==> config.mk <==
export PLATFORM = sky130hd
export DESIGN_NAME = fetch_prio_arb
export DESIGN_NICKNAME = d
export VERILOG_FILES = /design/src/rtl/fpa_pkg.sv /design/src/rtl/fpa_policy.sv /design/src/rtl/fpa_select.sv /design/src/rtl/fpa_hist.sv /design/src/rtl/fetch_prio_arb.sv
export SDC_FILE = /design/constraint.sdc
export NUM_CORES = 1
export LEC_CHECK = 0
export ABC_AREA = 1
export CORE_AREA = 10 10 47 49
export DETAILED_ROUTE_END_ITERATION = 8
export DIE_AREA = 0 0 57 59
export DONT_BUFFER_PORTS = 1
export GPL_TIMING_DRIVEN = 0
export PLACE_DENSITY = 0.41
export SLEW_MARGIN = 20
export SYNTH_ARGS = -nofsm -noshare
export SYNTH_HDL_FRONTEND = slang
export SYNTH_SLANG_ARGS = --single-unit
==> constraint.sdc <==
create_clock -name clk -period 1.2 [get_ports clk]
set_input_delay 0 -clock clk [delete_from_list [all_inputs] [get_ports clk]]
set_output_delay 0 -clock clk [all_outputs]
set_load 0.1 [all_outputs]
==> src/rtl/fpa_pkg.sv <==
package fpa_pkg;

  typedef enum logic [1:0] {
    FPA_ROUND       = 2'd0,
    FPA_COUNT       = 2'd1,
    FPA_TRAIL_FIRST = 2'd2,
    FPA_QUEUE_FILL  = 2'd3
  } fpa_mode_e;

  localparam logic THR_LEAD  = 1'b0;
  localparam logic THR_TRAIL = 1'b1;

  // Queue-fill rule: trailing side is favoured at or above the half-point.
  function automatic logic fill_favors_trail(input logic [31:0] occ,
                                             input logic [31:0] half);
    return (occ >= half);
  endfunction

  // In-flight rule: fewer instructions wins; equal counts go to the thread
  // that did not receive the most recent grant.
  function automatic logic count_pick(input logic [31:0] lead_cnt,
                                      input logic [31:0] trail_cnt,
                                      input logic        last_thr);
    if (lead_cnt < trail_cnt) return THR_LEAD;
    if (trail_cnt < lead_cnt) return THR_TRAIL;
    return ~last_thr;
  endfunction

endpackage

==> src/rtl/fpa_policy.sv <==
module fpa_policy
  import fpa_pkg::*;
#(
  parameter int OCC_W = 10,
  parameter int CNT_W = 8,
  parameter int HALF  = 256
) (
  input  fpa_mode_e        mode,
  input  logic [OCC_W-1:0] occ,
  input  logic [CNT_W-1:0] lead_cnt,
  input  logic [CNT_W-1:0] trail_cnt,
  input  logic             last_thr,
  output logic             prio_thr
);

  logic fill_pick;
  logic cnt_pick;

  assign fill_pick = fill_favors_trail(32'(occ), 32'(HALF)) ? THR_TRAIL : THR_LEAD;
  assign cnt_pick  = count_pick(32'(lead_cnt), 32'(trail_cnt), last_thr);

  always_comb begin
    unique case (mode)
      FPA_ROUND:       prio_thr = ~last_thr;
      FPA_COUNT:       prio_thr = cnt_pick;
      FPA_TRAIL_FIRST: prio_thr = THR_TRAIL;
      FPA_QUEUE_FILL:  prio_thr = fill_pick;
      default:         prio_thr = THR_LEAD;
    endcase
  end

endmodule

==> src/rtl/fpa_select.sv <==
module fpa_select #(
  parameter int N_THR = 2
) (
  input  logic             prio_thr,
  input  logic [N_THR-1:0] rdy,
  output logic [N_THR-1:0] grant_nxt,
  output logic             any_grant
);

  logic prio_ready;
  assign prio_ready = rdy[prio_thr];

  for (genvar t = 0; t < N_THR; t++) begin : g_thr
    logic is_prio;
    assign is_prio      = (prio_thr == 1'(t));
    assign grant_nxt[t] = rdy[t] && (is_prio || !prio_ready);
  end

  assign any_grant = |grant_nxt;

endmodule

==> src/rtl/fpa_hist.sv <==
module fpa_hist #(
  parameter int N_THR = 2
) (
  input  logic             clk,
  input  logic             rst_n,
  input  logic [N_THR-1:0] grant_nxt,
  input  logic             any_grant,
  output logic [N_THR-1:0] grant_q,
  output logic             vld_q,
  output logic             last_thr
);

  logic granted_thr;
  assign granted_thr = grant_nxt[1];

  always_ff @(posedge clk or negedge rst_n) begin
    if (!rst_n) begin
      grant_q  <= '0;
      vld_q    <= 1'b0;
      last_thr <= 1'b1;
    end else begin
      grant_q <= grant_nxt;
      vld_q   <= any_grant;
      if (any_grant) last_thr <= granted_thr;
    end
  end

endmodule

==> src/rtl/fetch_prio_arb.sv <==
module fetch_prio_arb
  import fpa_pkg::*;
#(
  parameter int Q_DEPTH = 512,
  parameter int CNT_W   = 8,
  localparam int OCC_W  = $clog2(Q_DEPTH + 1),
  localparam int HALF   = Q_DEPTH / 2
) (
  input  logic             clk,
  input  logic             rst_n,
  input  logic [1:0]       mode_i,
  input  logic             lead_rdy_i,
  input  logic             trail_rdy_i,
  input  logic [OCC_W-1:0] q_occ_i,
  input  logic [CNT_W-1:0] lead_inflight_i,
  input  logic [CNT_W-1:0] trail_inflight_i,
  output logic [1:0]       grant_o,
  output logic             grant_vld_o
);

  localparam int N_THR = 2;

  fpa_mode_e        mode;
  logic             prio_thr;
  logic [N_THR-1:0] rdy;
  logic [N_THR-1:0] grant_nxt;
  logic             any_grant;
  logic             last_thr;

  assign mode = fpa_mode_e'(mode_i);
  assign rdy  = {trail_rdy_i, lead_rdy_i};

  fpa_policy #(.OCC_W(OCC_W), .CNT_W(CNT_W), .HALF(HALF)) u_policy (
    .mode      (mode),
    .occ       (q_occ_i),
    .lead_cnt  (lead_inflight_i),
    .trail_cnt (trail_inflight_i),
    .last_thr  (last_thr),
    .prio_thr  (prio_thr)
  );

  fpa_select #(.N_THR(N_THR)) u_select (
    .prio_thr  (prio_thr),
    .rdy       (rdy),
    .grant_nxt (grant_nxt),
    .any_grant (any_grant)
  );

  fpa_hist #(.N_THR(N_THR)) u_hist (
    .clk       (clk),
    .rst_n     (rst_n),
    .grant_nxt (grant_nxt),
    .any_grant (any_grant),
    .grant_q   (grant_o),
    .vld_q     (grant_vld_o),
    .last_thr  (last_thr)
  );

endmodule

==> impl_metrics.py <==
metrics = {
    "pwr": {
        "irDropWorstVdd_mv": 0.725,
        "leakage_uw": 0.000291,
        "power_density_nw_per_um2": 1030,
    },
    "sta": {
        "finalSetupViolCount": 0,
        "fin_tns_setup_ns": 0,
        "final_hold_viol_count": 0,
        "worst_pin_slew_ns": 0.887,
        "slew_headroom": 0.409,
        "final_max_slew_viol_count": 0,
        "finalCritPeriodShare": 0.954,
        "finalCriticalPeriod_ns": 1.14,
        "skew_ns": 0.00866,
        "fmax_mhz": 874,
        "rsz0062_at_grt": "false",
    },
    "synth": {
        "yosys.area.top_type": "ha_1",
        "ys_seq_area_frac": 0.256,
        "syn_avg_cell_area_sq_um": 6.84,
        "yosys-top-cells-area": "ha_1 25%, dfrtp_1 19%, inv_1 15%",
        "synth_top_area_share": 0.252,
        "ys_seq_elements": 4,
        "synth_compound_area_frac": 0.0820,
        "synth-adder-area-share": 0.252,
        "synth-xor-area-share": 0,
        "netlist_area_sq_um": 397,
        "synthCells": 58,
        "yosys.cell_types.count": 13,
        "synth-warning-count": 0,
        "synth_top_family_by_area": "simple AND/OR/NAND/NOR gates",
        "synthMuxAreaShare": 0,
        "yosys.area_share.simple": 0.259,
        "synth_fp_nets": 98,
    },
    "setup_path": {
        "cp.required_ns": 1.20,
        "rr_endpoint": "u_hist.grant_q[1]$_DFF_PN0_",
        "cp_max_fo": 1,
        "critical_path_arrival_ns": 1.14,
        "r2r_cells": 7,
        "path_class": "reg -> out",
        "startpoint_type": "flop",
        "rr_startpoint": "u_hist.last_thr$_DFFE_PN1P_",
        "end_kind": "output port",
        "r2r_setup_slack_ns": 0.10,
    },
    "floorplanning": {
        "fp-row-count": 14,
        "initial_core_util": 0.283,
        "die_x_microns": 57,
        "die-area_sq_um": 3360,
        "die_h_microns": 59,
        "core_area_sq_um": 1400,
        "ios": 35,
    },
    "finish": {
        "area_growth_pct": 19.2,
        "mostFrequentLayoutCells": "16 x inv_1, 16 x nand2_1, 8 x ha_1, 4 x a21oi_1",
        "fillCellCount": 160,
        "antenna_cells": 0,
        "drive_gt1_frac": 0.108,
        "nNetsFinal": 106,
        "postLayoutCoreUtil": 0.338,
    },
    "grt": {
        "antenna_found_initial": 0,
        "grt_first_pass_wirelength_microns": 1400,
        "grt_overflow": 0,
        "grt_pass1_vias": 363,
        "track_usage": 0.0512,
        "grt_start_max_net_pins": 5,
    },
    "routing": {
        "via_per_inst": 4.26,
        "dr_wl_met2_microns": 388,
        "highest_layer": "met4",
        "ant_nets": 0,
        "wl_met1_microns": 382,
        "first_pass_iters": 3,
        "vias": 345,
        "wl_met3_microns": 74,
        "drt_iter0_drc": 3,
        "drc": 0,
        "drt_wl_total_microns": 864,
        "drt-wirelength-per-cell_microns": 10.7,
    },
    "clock_tree": {
        "clk_pin_slew_ns": 0.04,
        "clock_latency_ns": 0.24,
        "htree_levels": 1,
        "postCtsSetupBuffers": 0,
        "tritoncts": "yes",
        "cts_sinks": 4,
        "cts-buffers-inserted": 3,
        "root_buffer": "clkbuf_4",
        "clockBufferDepth": 2,
    },
    "flow_run": {
        "drv_cap": 0,
    },
    "placement": {
        "gp_congestion": 0.629,
        "io_buffers": 0,
        "hpwl_microns": 801,
    },
    "outcome": {
        "status": "finished clean",
    },
    "min_path": {
        "hp-class": "in -> async",
    },
}
[cells in the mapped netlist]
| cell | number |
|---|---|
| o21ai_0 | 1 |
| dfrtp_1 | 3 |
| nand3b_1 | 1 |
| inv_1 | 16 |
| nand2_1 | 16 |
| a21oi_1 | 4 |
| nand3_1 | 1 |
| nand2_2 | 2 |
| a21o_1 | 1 |
| dfstp_2 | 1 |
| nor2_1 | 3 |
| ha_1 | 8 |
| nor2_2 | 1 |
[through the flow]
step / area, sq um / total power [uW] / hold slack, ns / instances / setup slack (ns)
CTS: 473 / 496 / 0.0301 / 81 / 0.0420
global placement: 417 / 299 / -0.295 / 74 / 0.0808
detailed placement: 417 / 301 / -0.295 / 74 / 0.0830
finish: 473 / 486 / 0.0317 / 81 / 0.0555
floorplan: 397 / 284 / -0.296 / 58 / 0.166
global route: 473 / 534 / 0.0333 / 81 / 0.0248
[kinds of logic after synthesis]
logic type      Yosys count
compound gates            6
fa+ha+maj                 8
buf+inv                  16
flops                     4
simple gates             24
[power by group]
| part | switching, uW | internal, uW |
|---|---|---|
| Sequential | 63.3 | 148 |
| Clock | 55.0 | 125 |
| Combinational | 50.5 | 44.1 |
| Total | 169 | 317 |
[what timing repair did]
item	CTS	global route
endpoints found under the hold margin	8	0
gates resized for setup	0	0
hold buffers	3	0
[worst max-delay path by stage]
stage	end	slack [ns]	depth (start not counted)	start
3_5_place_dp	u_hist.grant_q[1]$_DFF_PN0_	0.08	7	u_hist.last_thr$_DFFE_PN1P_
5_1_grt	grant_o[1]	0.02	0	u_hist.grant_q[1]$_DFF_PN0_
3_3_place_gp	u_hist.grant_q[1]$_DFF_PN0_	0.08	7	u_hist.last_thr$_DFFE_PN1P_
2_1_floorplan	u_hist.grant_q[1]$_DFF_PN0_	0.17	7	u_hist.last_thr$_DFFE_PN1P_
4_1_cts	grant_o[1]	0.04	0	u_hist.grant_q[1]$_DFF_PN0_
6_report	grant_o[1]	0.06	0	u_hist.grant_q[1]$_DFF_PN0_
[area by class of cell]
class,instances,area (sq um),area share
clock buffers,4,26.3,0.0556
inverters,16,60.1,0.127
multi-input cells,38,235,0.497
flip-flops and latches,4,101,0.214
well taps,16,20.0,0.0423
repair buffers,3,30.0,0.0635
[state kept, by name, summed over array words and instances (netlist names)]
name,flops
u_hist.grant_q,2
u_hist.last_thr,1
u_hist.vld_q,1
[metal layers]
metal | up-vias | global-route usage
met2 | 18 | 0.0744
met3 | 2 | 0.0236
met1 | 137 | 0.0565
li1 | 188 | -
met5 | - | 0
met4 | 0 | 0.0403
(Power assumes the default switching activity.)
